**config.mk**
```make
export PLATFORM = sky130hd
export DESIGN_NAME = sfp_fifo_pair
export DESIGN_NICKNAME = d
export VERILOG_FILES = /design/src/rtl/sfp_pkg.sv /design/src/rtl/sfp_fifo.sv /design/src/rtl/sfp_irq.sv /design/src/rtl/sfp_fifo_pair.sv
export SDC_FILE = /design/constraint.sdc
export NUM_CORES = 1
export LEC_CHECK = 0
export ABC_AREA = 1
export BUFFER_PORTS_ARGS = -buffer_cell sky130_fd_sc_hd__buf_2
export CAP_MARGIN = 30
export CORE_ASPECT_RATIO = 0.7
export CORE_MARGIN = 2
export CORE_UTILIZATION = 45
export CTS_CLUSTER_DIAMETER = 30
export DETAILED_ROUTE_END_ITERATION = 8
export PLACE_DENSITY = 0.63
export SLEW_MARGIN = 20
export SYNTH_ARGS = -nofsm -noshare
export SYNTH_HDL_FRONTEND = slang
export SYNTH_SLANG_ARGS = --single-unit
```
**constraint.sdc**
```tcl
create_clock -name clk -period 3.5 [get_ports clk]
set_clock_uncertainty 0.15 [all_clocks]
set_input_delay 0.35 -clock clk [delete_from_list [all_inputs] [get_ports clk]]
set_output_delay 0.35 -clock clk [all_outputs]
set_load 0.005 [all_outputs]
```
**src/rtl/sfp_pkg.sv**
```systemverilog
package sfp_pkg;
    localparam int DEPTH   = 16;
    localparam int DW      = 8;
    localparam int CW      = $clog2(DEPTH + 1);
    localparam int FLD     = 6;

    typedef enum logic [2:0] {
        A_TXD   = 3'd0,
        A_RXD   = 3'd1,
        A_TXCTL = 3'd2,
        A_RXCTL = 3'd3,
        A_STAT  = 3'd4,
        A_IEN   = 3'd5,
        A_PEND  = 3'd6
    } reg_addr_e;

    typedef struct packed {
        logic [FLD-1:0] trig;
        logic           en;
    } qctl_t;

    localparam int B_EN    = 0;
    localparam int B_FLUSH = 1;
    localparam int B_TRIG  = 8;

    function automatic logic [FLD-1:0] widen(input logic [CW-1:0] v);
        return FLD'(v);
    endfunction

    function automatic logic [31:0] pack_status(input logic [CW-1:0] rxn,
                                                input logic [CW-1:0] txn);
        logic [31:0] w;
        w = '0;
        w[5:0]   = widen(rxn);
        w[13:8]  = widen(txn);
        w[29:24] = widen(CW'(DEPTH) - txn);
        return w;
    endfunction

    function automatic logic [31:0] pack_ctl(input qctl_t c);
        logic [31:0] w;
        w = '0;
        w[B_EN] = c.en;
        w[B_TRIG +: FLD] = c.trig;
        return w;
    endfunction
endpackage

```
**src/rtl/sfp_fifo.sv**
```systemverilog
module sfp_fifo
    import sfp_pkg::*;
#(
    parameter int N  = DEPTH,
    parameter int W  = DW,
    localparam int PW = (N > 1) ? $clog2(N) : 1,
    localparam int NW = $clog2(N + 1)
) (
    input  logic          clk,
    input  logic          rst,
    input  logic          flush,
    input  logic          push,
    input  logic [W-1:0]  din,
    input  logic          pop,
    output logic [W-1:0]  dout,
    output logic [NW-1:0] count,
    output logic          full,
    output logic          empty
);
    logic [W-1:0]  mem [N];
    logic [PW-1:0] wp, rp;

    function automatic logic [PW-1:0] nxt(input logic [PW-1:0] p);
        return (p == PW'(N - 1)) ? '0 : p + 1'b1;
    endfunction

    assign full  = (count == NW'(N));
    assign empty = (count == '0);
    assign dout  = mem[rp];

    always_ff @(posedge clk) begin
        if (push && !flush) mem[wp] <= din;
    end

    always_ff @(posedge clk) begin
        if (rst || flush) begin
            wp    <= '0;
            rp    <= '0;
            count <= '0;
        end else begin
            if (push) wp <= nxt(wp);
            if (pop)  rp <= nxt(rp);
            case ({push, pop})
                2'b10:   count <= count + 1'b1;
                2'b01:   count <= count - 1'b1;
                default: count <= count;
            endcase
        end
    end

    AST_NO_OVERFLOW: assert property (@(posedge clk) disable iff (rst)
        count <= NW'(N));
    AST_FLUSH_EMPTY: assert property (@(posedge clk) disable iff (rst)
        flush |=> (count == '0));
    AST_PUSH_STEP: assert property (@(posedge clk) disable iff (rst)
        (!flush && push && !pop) |=> (count == $past(count) + 1'b1));
endmodule

```
**src/rtl/sfp_irq.sv**
```systemverilog
module sfp_irq (
    input  logic       clk,
    input  logic       rst,
    input  logic [2:0] cond,
    input  logic [2:0] w1c,
    input  logic [3:0] ien,
    input  logic       tx_empty,
    output logic [2:0] pend,
    output logic       irq_tx,
    output logic       irq_rx,
    output logic       irq_err,
    output logic       irq_txbuf
);
    always_ff @(posedge clk) begin
        if (rst) pend <= '0;
        else     pend <= (pend & ~w1c) | cond;
    end

    assign irq_tx    = pend[0] & ien[0];
    assign irq_rx    = pend[1] & ien[1];
    assign irq_err   = pend[2] & ien[2];
    assign irq_txbuf = ien[3] & tx_empty;

    AST_RX_SET: assert property (@(posedge clk) disable iff (rst)
        cond[1] |=> pend[1]);
    AST_TX_SET: assert property (@(posedge clk) disable iff (rst)
        cond[0] |=> pend[0]);
    AST_STICKY: assert property (@(posedge clk) disable iff (rst)
        (pend[1] && !w1c[1]) |=> pend[1]);
    AST_ERR_GATED: assert property (@(posedge clk) disable iff (rst)
        irq_err |-> ien[2]);
endmodule

```
**src/rtl/sfp_fifo_pair.sv**
```systemverilog
module sfp_fifo_pair
    import sfp_pkg::*;
(
    input  logic        clk,
    input  logic        rst,
    input  logic        reg_we,
    input  logic        reg_re,
    input  logic [2:0]  reg_addr,
    input  logic [31:0] reg_wdata,
    output logic [31:0] reg_rdata,
    input  logic        tx_take,
    output logic        tx_avail,
    output logic [7:0]  tx_data,
    input  logic        rx_put,
    input  logic [7:0]  rx_data,
    output logic        tx_empty,
    output logic        irq_tx,
    output logic        irq_rx,
    output logic        irq_err,
    output logic        irq_txbuf
);
    qctl_t          txc, rxc;
    logic [3:0]     ien;
    logic [2:0]     pend, cond, w1c;
    logic [CW-1:0]  tx_n, rx_n;
    logic           tx_full, tx_emp, rx_full, rx_emp;
    logic [DW-1:0]  rx_dout;
    logic           wr_tx, wr_rx, wr_txd, rd_rxd;
    logic           tx_flush, rx_flush, tx_push, rx_push, tx_pop, rx_pop;

    assign wr_tx  = reg_we && (reg_addr == A_TXCTL);
    assign wr_rx  = reg_we && (reg_addr == A_RXCTL);
    assign wr_txd = reg_we && (reg_addr == A_TXD);
    assign rd_rxd = reg_re && (reg_addr == A_RXD);

    assign tx_flush = wr_tx && reg_wdata[B_FLUSH];
    assign rx_flush = wr_rx && reg_wdata[B_FLUSH];
    assign tx_push  = wr_txd && txc.en && !tx_full;
    assign tx_pop   = tx_take && !tx_emp;
    assign rx_push  = rx_put && rxc.en && !rx_full;
    assign rx_pop   = rd_rxd && !rx_emp;

    always_ff @(posedge clk) begin
        if (rst) begin
            txc <= '0;
            rxc <= '0;
            ien <= '0;
        end else begin
            if (wr_tx) begin
                txc.en   <= reg_wdata[B_EN];
                txc.trig <= reg_wdata[B_TRIG +: FLD];
            end
            if (wr_rx) begin
                rxc.en   <= reg_wdata[B_EN];
                rxc.trig <= reg_wdata[B_TRIG +: FLD];
            end
            if (reg_we && (reg_addr == A_IEN)) ien <= reg_wdata[3:0];
        end
    end

    sfp_fifo #(.N(DEPTH), .W(DW)) u_txq (
        .clk(clk), .rst(rst), .flush(tx_flush), .push(tx_push),
        .din(reg_wdata[DW-1:0]), .pop(tx_pop), .dout(tx_data),
        .count(tx_n), .full(tx_full), .empty(tx_emp)
    );

    sfp_fifo #(.N(DEPTH), .W(DW)) u_rxq (
        .clk(clk), .rst(rst), .flush(rx_flush), .push(rx_push),
        .din(rx_data), .pop(rx_pop), .dout(rx_dout),
        .count(rx_n), .full(rx_full), .empty(rx_emp)
    );

    assign cond[0] = txc.en && (widen(tx_n) <= txc.trig);
    assign cond[1] = rxc.en && (rx_n != '0) && (widen(rx_n) >= rxc.trig);
    assign cond[2] = rx_put && rxc.en && rx_full;
    assign w1c     = (reg_we && (reg_addr == A_PEND)) ? reg_wdata[2:0] : 3'b000;

    sfp_irq u_irq (
        .clk(clk), .rst(rst), .cond(cond), .w1c(w1c), .ien(ien),
        .tx_empty(tx_emp), .pend(pend), .irq_tx(irq_tx), .irq_rx(irq_rx),
        .irq_err(irq_err), .irq_txbuf(irq_txbuf)
    );

    assign tx_avail = !tx_emp;
    assign tx_empty = tx_emp;

    always_comb begin
        reg_rdata = '0;
        case (reg_addr)
            A_RXD:   reg_rdata[DW-1:0] = rx_emp ? '0 : rx_dout;
            A_TXCTL: reg_rdata = pack_ctl(txc);
            A_RXCTL: reg_rdata = pack_ctl(rxc);
            A_STAT:  reg_rdata = pack_status(rx_n, tx_n);
            A_IEN:   reg_rdata[3:0] = ien;
            A_PEND:  reg_rdata[2:0] = pend;
            default: reg_rdata = '0;
        endcase
    end

    AST_DROP_WHEN_FULL: assert property (@(posedge clk) disable iff (rst)
        (wr_txd && tx_full && !tx_take && !tx_flush) |=> $stable(tx_n));
    AST_EMPTY_READ_ZERO: assert property (@(posedge clk) disable iff (rst)
        (rd_rxd && rx_emp) |-> (reg_rdata == 32'd0));
    AST_DISABLED_RX: assert property (@(posedge clk) disable iff (rst)
        (!rxc.en && !rd_rxd && !rx_flush) |=> $stable(rx_n));
    AST_EMPTY_FLAG: assert property (@(posedge clk) disable iff (rst)
        tx_empty |-> !tx_avail);
endmodule

```
==> run metrics, run 1 <==
vias in the first global route=9147; hold path startpoint=reg_re; RSZ-0062 raised after global routing=false; Final #Nets=1527; drt total wl=32880 um; initial core utilization=0.4586; finished layout cell area=0.01650 sq mm; RR Endpoint=u_txq.count[3]$_SDFFE_PP0P_; fmax=0.3199 GHz; DR DRC count=0; die area=0.03213 sq mm; 1st-iter DRT viols=876; sequential share of the synthesized area=0.6365; dpl ws=0.4037 ns; routed vias/inst=5.152; Worst-Margin Slew=0.9205 ns; # Max-Cap Violations=0; Area growth syn-to-layout=19.52%; Post-CTS Setup Inserts=0; I/O pins=95; top-area cell type share of the netlist area=0.5567; clock sink count=311; Slew Viols, Final=0; worst skew pair latency=0.56 ns; Cell Area, Placed=0.01452 sq mm; CTS root buf=clkbuf_16; status=finished, final reports clean; setup ws final=0.3741 ns; gp weighted congestion=0.8419; required time of the critical path=3.79 ns; Yosys top cell by area=edfxtp_1; syn avg cell area=10.21 sq um; post-route ant nets=0; vias post-DR=9799; worst reg2reg path depth=15; Die X=213.4 um; worst vdd ir=342.9 uV; Final Cycle Share=0.8931; Setup-failing EPs final=0; clk slew on worst S/H paths=0.05 ns; Critical Path AT=3.41 ns; first-pass GRT wire length=50370 um; type of the worst min-delay path=in2reg; Synth Register Bits=311; dpl hpwl=21060 um; Pwr Total=10.84 mW; PwrDens=657.1 mW/mm^2; Fill cells=2572; Yosys cell types=39; global route total overflow=0; dpl cells=1793; critical path launch point type=register; Worst Hold End=u_rxq.rp[2]$_SDFFE_PP0N_; largest net degree at the start of global routing=74; Total GRT Usage=0.2062; Final Critical Period=3.126 ns; CTS Hold Buffers Added=8; drt pass-1 iters=5; PortBufs=63; Rows=53; CTS resizes=0; initial antenna violation count=1; CP max FO=9; final hold vios=0; core box area=0.03011 sq mm; nature of the critical path endpoint=register; final core utilization=0.5482; Pleak=6.478 nW; Mapped Area=0.01381 sq mm; CTS tree=yes; R2R setup slack=0.37 ns; die span in y=150.6 um; Num CTS Buffers=54; final cell count without fillers=1902; H-tree levels=2; crit path kind=reg2reg; Hold Slack=0.04510 ns; share of post-route cells with drive strength above 1=0.1289; Mapped Cells=1353; setup_tns=0 ns; Ys Warns=0; RR Startpoint=u_txq.count[0]$_SDFFE_PP0P_; hold path depth=4; clock buffer depth=3; antenna cells=0; post-detailed-route wirelength per cell=17.29 um; top cells by area, synth=edfxtp_1, dfxtp_1, nand2_1; Slew HR=0.3840
-- where the power goes --
group          internal (mW)  switching [mW]
combinational          0.462           0.756
clock                   3.58            1.82
sequential              4.06           0.170
-- cell usage in the layout, fill, tap and decap left out, drive strengths merged, types with 6 or more instances in the layout --
master,n
clkinv,23
conb,13
ha,31
nand2,281
buf,87
xor2,6
nor3,11
clkbuf,62
inv,195
nand3,155
dfxtp,55
edfxtp,256
nor2,77
dlygate4sd3,8
o211ai,41
a21oi,83
bufinv,8
o21ai,62
-- synth_stat cells, drive strengths merged --
master     n
a21boi     1
o21bai     1
nand2    281
o22ai      4
a21oi     83
a31oi      2
or2        2
dfxtp     55
o211ai    41
a21o       1
nand3b     1
edfxtp   256
nand4      5
conb       1
fa         2
buf       39
nor3      11
o221ai     5
xor2       6
nor4       1
clkbuf    32
clkinv     2
a211oi     3
nor2      77
inv      189
o2bb2ai    1
xnor2      3
ha        31
o21ai     62
nand3    155
-- critical path: stages (launching register included) --
cell and delay [ns]:
dfxtp_1 0.37, inv_1 0.17, ha_1 0.27, nand2_1 0.07, nor2_1 0.06, ha_1 0.20
nand3b_1 0.19, nor2_4 0.23, inv_1 0.10, ha_1 0.28, ha_1 0.36, a21oi_1 0.15
nand2_1 0.07, xor2_1 0.14, o21ai_0 0.15, inv_1 0.05
-- cell type report --
class,instances,area (sq um),area share
clock inverters,39,444.2,0.02691
flip-flops and latches,311,8795,0.5329
repair buffers,95,575.6,0.03487
well taps,412,515.5,0.03124
clock buffers,62,1455,0.08817
inverters,191,716.9,0.04344
multi-input cells,792,4001,0.2425
-- state kept, by name (all words and copies together), names as in the netlist, named ones only --
name,count
u_rxq.wp,4
u_rxq.count,5
u_rxq.rp,4
ien,4
rxc,7
u_txq.rp,4
u_irq.pend,3
u_rxq.mem,128
u_txq.wp,4
u_txq.count,5
txc,7
u_txq.mem,128
-- worst max-delay path by stage --
| stage | startpoint | end | slack (ns) | cells past startpoint |
|---|---|---|---|---|
| final | u_txq.count[0]$_SDFFE_PP0P_ | u_txq.count[3]$_SDFFE_PP0P_ | 0.37 | 15 |
| after floorplan | u_txq.count[0]$_SDFFE_PP0P_ | u_txq.count[3]$_SDFFE_PP0P_ | 0.73 | 15 |
| after global routing | u_txq.count[0]$_SDFFE_PP0P_ | u_txq.count[3]$_SDFFE_PP0P_ | 0.15 | 15 |
| after global placement | u_txq.count[0]$_SDFFE_PP0P_ | u_txq.count[3]$_SDFFE_PP0P_ | 0.44 | 15 |
| after CTS | u_txq.count[0]$_SDFFE_PP0P_ | u_txq.count[3]$_SDFFE_PP0P_ | 0.38 | 15 |
| after detailed placement | u_txq.count[0]$_SDFFE_PP0P_ | u_txq.count[3]$_SDFFE_PP0P_ | 0.40 | 15 |
-- routing by layer --
| layer | GRT usage | up-vias | wire (um) |
|---|---|---|---|
| li1 | - | 4769 | - |
| met4 | 0.06007 | 0 | 542 |
| met2 | 0.2846 | 361 | 13680 |
| met5 | 0 | - | 0 |
| met1 | 0.3225 | 4624 | 15970 |
| met3 | 0.04380 | 45 | 2686 |
-- cells by family (layout without fill, tap and decap cells) --
logic type,after synthesis,after routing,share of synthesized area
compound gates,204,204,0.08463
xor+xnor,9,9,0.005709
fa+ha+maj,33,33,0.03099
buf+inv,262,387,0.07702
flops,311,311,0.6365
other cells,1,13,0.0002716
simple gates,533,533,0.1649
Note: power is estimated with default switching activity, not from simulation.
==> inputs of run 2 (changes only) <==
--- a/config.mk
+++ b/config.mk
@@ -8,12 +8,14 @@
 export ABC_AREA = 1
 export BUFFER_PORTS_ARGS = -buffer_cell sky130_fd_sc_hd__buf_2
 export CAP_MARGIN = 30
+export CELL_PAD_IN_SITES_DETAIL_PLACEMENT = 0
+export CELL_PAD_IN_SITES_GLOBAL_PLACEMENT = 1
 export CORE_ASPECT_RATIO = 0.7
 export CORE_MARGIN = 2
 export CORE_UTILIZATION = 45
 export CTS_CLUSTER_DIAMETER = 30
 export DETAILED_ROUTE_END_ITERATION = 8
-export PLACE_DENSITY = 0.63
+export PLACE_DENSITY = 0.77
 export SLEW_MARGIN = 20
 export SYNTH_ARGS = -nofsm -noshare
 export SYNTH_HDL_FRONTEND = slang
==> run 2 against run 1 <==
Effect of this change: core utilization rose by 0.44 points; global-route usage is essentially flat; total power is 0.65% higher; highest routed layer unchanged; non-clock buffer count grew 8; via count is 0.51% lower; worst hold slack worse by 0.031 ns; clock power about the same; first-iteration DRC count fell by 21%; largest power group unchanged; cell count up 0.89%; cell area rose by 0.80%; largest cell class unchanged; sequential power about the same; sequential share of layout area is 0.43 points lower.
==> run metrics, run 2 (synthesis gave the netlist of run 1 again) <==
Slowest cell on crit path=fa_1; Setup-failing EPs final=0; fmax=0.3315 GHz; vias in the first global route=9230; Clock Power Share=0.497; largest net degree at the start of global routing=71; dpl hpwl=20700 um; DR DRC count=0; die span in y=150.6 um; Net Sw Frac=0.2596; drt pass-1 iters=5; initial core utilization=0.4586; Total GRT Usage=0.2058; H-tree levels=2; clock buffer depth=3; commonest cells after routing, fill and taps aside=nand2_1, edfxtp_1, inv_1; core box area=0.03011 sq mm; worst reg2reg path depth=14; CP max FO=7; post-detailed-route wirelength per cell=16.91 um; required time of the critical path=3.82 ns; share of post-route cells with drive strength above 1=0.1347; crit path buf inv count=4; NetSw=2.834 mW; RR Startpoint=u_txq.count[0]$_SDFFE_PP0P_; status=finished, final reports clean; PwrDens=656.1 mW/mm^2; Combinational Power Share=0.117; worst skew pair latency=0.56 ns; Slew HR=0.4255; Internal=8.082 mW; Rows=53; Area growth syn-to-layout=20.48%; I/O pins=95; vias post-DR=9749; global route total overflow=0; final core utilization=0.5526; 1st-iter DRT viols=693; R2R setup slack=0.48 ns; die area=0.03213 sq mm; Die X=213.4 um; type of the worst min-delay path=in2reg; RR Endpoint=u_txq.count[2]$_SDFFE_PP0P_; post-route ant nets=0; Worst-Margin Slew=0.8586 ns; final hold vios=0; first-pass GRT wire length=50470 um; clk slew on worst S/H paths=0.05 ns; top flop regs=u_rxq.mem (128), u_txq.mem (128); antenna cells=0; Final Critical Period=3.017 ns; hold path startpoint=rx_data[4]; worst vdd ir=383.2 uV; Seq pwr share=0.386; setup_tns=0 ns; Post-CTS Setup Inserts=0; routed vias/inst=5.080; CTS root buf=clkbuf_16; Critical Path AT=3.33 ns; nature of the critical path endpoint=register; Final Cycle Share=0.8619; hold path depth=1; crit-path most repeated cell=inv_1; critical path launch point type=register; CP peak stage delay=0.43 ns; drt total wl=32450 um; Slew Viols, Final=0; most common cell after layout, fill and taps aside=nand2_1; gp weighted congestion=0.8164; Pleak=6.521 nW; Final #Nets=1539; Top delay family on crit path=adder cells; RSZ-0062 raised after global routing=false; clock sink count=311; critical-path cell list=inv_1 > ha_1 > nand2_1 > nor2_1 > ha_1 > inv_1 > nand2_1 > inv_1 > ha_1 > inv_1 > fa_1 > xnor2_1 > nor2_1 > a211oi_1; Num CTS Buffers=58; crit path kind=reg2reg; CTS tree=yes; initial antenna violation count=0; # Max-Cap Violations=0; Worst Hold End=u_rxq.mem[1][4]$_DFFE_PP_; PortBufs=63
[run 2: cell types whose count changed in the layout (fill, tap and decap cells not counted), sizes merged]
cell | previous run | this run
clkinv | 23 | 19
clkbuf | 62 | 70
buf | 87 | 94
dlygate4sd3 | 8 | 9
clkinvlp | 4 | 11
bufinv | 8 | 6
[run 2: worst max-delay path by stage]
stage	start	end	slack [ns]	cells after the start
2_1_floorplan	u_txq.count[0]$_SDFFE_PP0P_	u_txq.count[3]$_SDFFE_PP0P_	0.73	15
3_3_place_gp	u_txq.count[0]$_SDFFE_PP0P_	u_txq.count[3]$_SDFFE_PP0P_	0.60	15
3_5_place_dp	u_txq.count[0]$_SDFFE_PP0P_	u_txq.count[3]$_SDFFE_PP0P_	0.50	15
4_1_cts	u_txq.count[0]$_SDFFE_PP0P_	u_txq.count[2]$_SDFFE_PP0P_	0.46	14
5_1_grt	u_txq.count[0]$_SDFFE_PP0P_	u_txq.count[2]$_SDFFE_PP0P_	0.19	14
6_report	u_txq.count[0]$_SDFFE_PP0P_	u_txq.count[2]$_SDFFE_PP0P_	0.48	14
[run 2: worst reg2reg max path, stage by stage (launching register included)]
cell	delay, ns
dfxtp_1	0.37
inv_1	0.16
ha_1	0.26
nand2_1	0.07
nor2_1	0.05
ha_1	0.24
inv_1	0.08
nand2_1	0.07
inv_1	0.17
ha_1	0.32
inv_1	0.09
fa_1	0.43
xnor2_1	0.16
nor2_1	0.07
a211oi_1	0.24
[run 2: layout make-up]
cell class | instances | area (sq um)
Multi-Input combinational cell | 792 | 4001
Clock buffer | 70 | 1516
Timing Repair Buffer | 103 | 663.1
Tap cell | 412 | 515.5
Clock inverter | 40 | 427.9
Fill cell | 2620 | 13470
Inverter | 191 | 716.9
Sequential cell | 311 | 8795
[run 2: what timing repair did]
| item | 4_1_cts | 5_1_grt |
|---|---|---|
| endpoints found under the hold margin | 18 | 0 |
| hold buffers | 9 | 0 |
| resized for setup | 0 | 0 |
[run 2: power groups by stage]
| stage | clock network (mW) | logic [mW] | registers (mW) |
|---|---|---|---|
| 3_3_place_gp | 0 | 1.26 | 4.27 |
| 4_1_cts | 5.50 | 1.29 | 4.21 |
| 5_1_grt | 5.70 | 1.46 | 4.22 |
| 3_5_place_dp | 0 | 1.26 | 4.28 |
| 6_report | 5.43 | 1.28 | 4.21 |
| 2_1_floorplan | 0 | 0.941 | 4.16 |
[run 2: routing by layer]
metal  up-vias  part of all wire  global-route usage
met5         -                 0                   0
met4         0             0.014             0.05347
met3        36             0.073             0.04026
met2       325              0.42              0.2919
met1      4582              0.49              0.3201
li1       4806                 -                   -
[run 2: stage by stage]
step	instance area (sq um)	power (mW)	hold slack [ns]	cells	setup WS, ns
2_1_floorplan	13850	5.100	0.2691	1365	0.7283
3_3_place_gp	14590	5.536	0.3155	1799	0.6011
3_5_place_dp	14590	5.537	0.3193	1799	0.4952
4_1_cts	16630	11.00	0.001330	1918	0.4564
5_1_grt	16640	11.38	0.01346	1919	0.1943
6_report	16640	10.92	0.01373	1919	0.4835
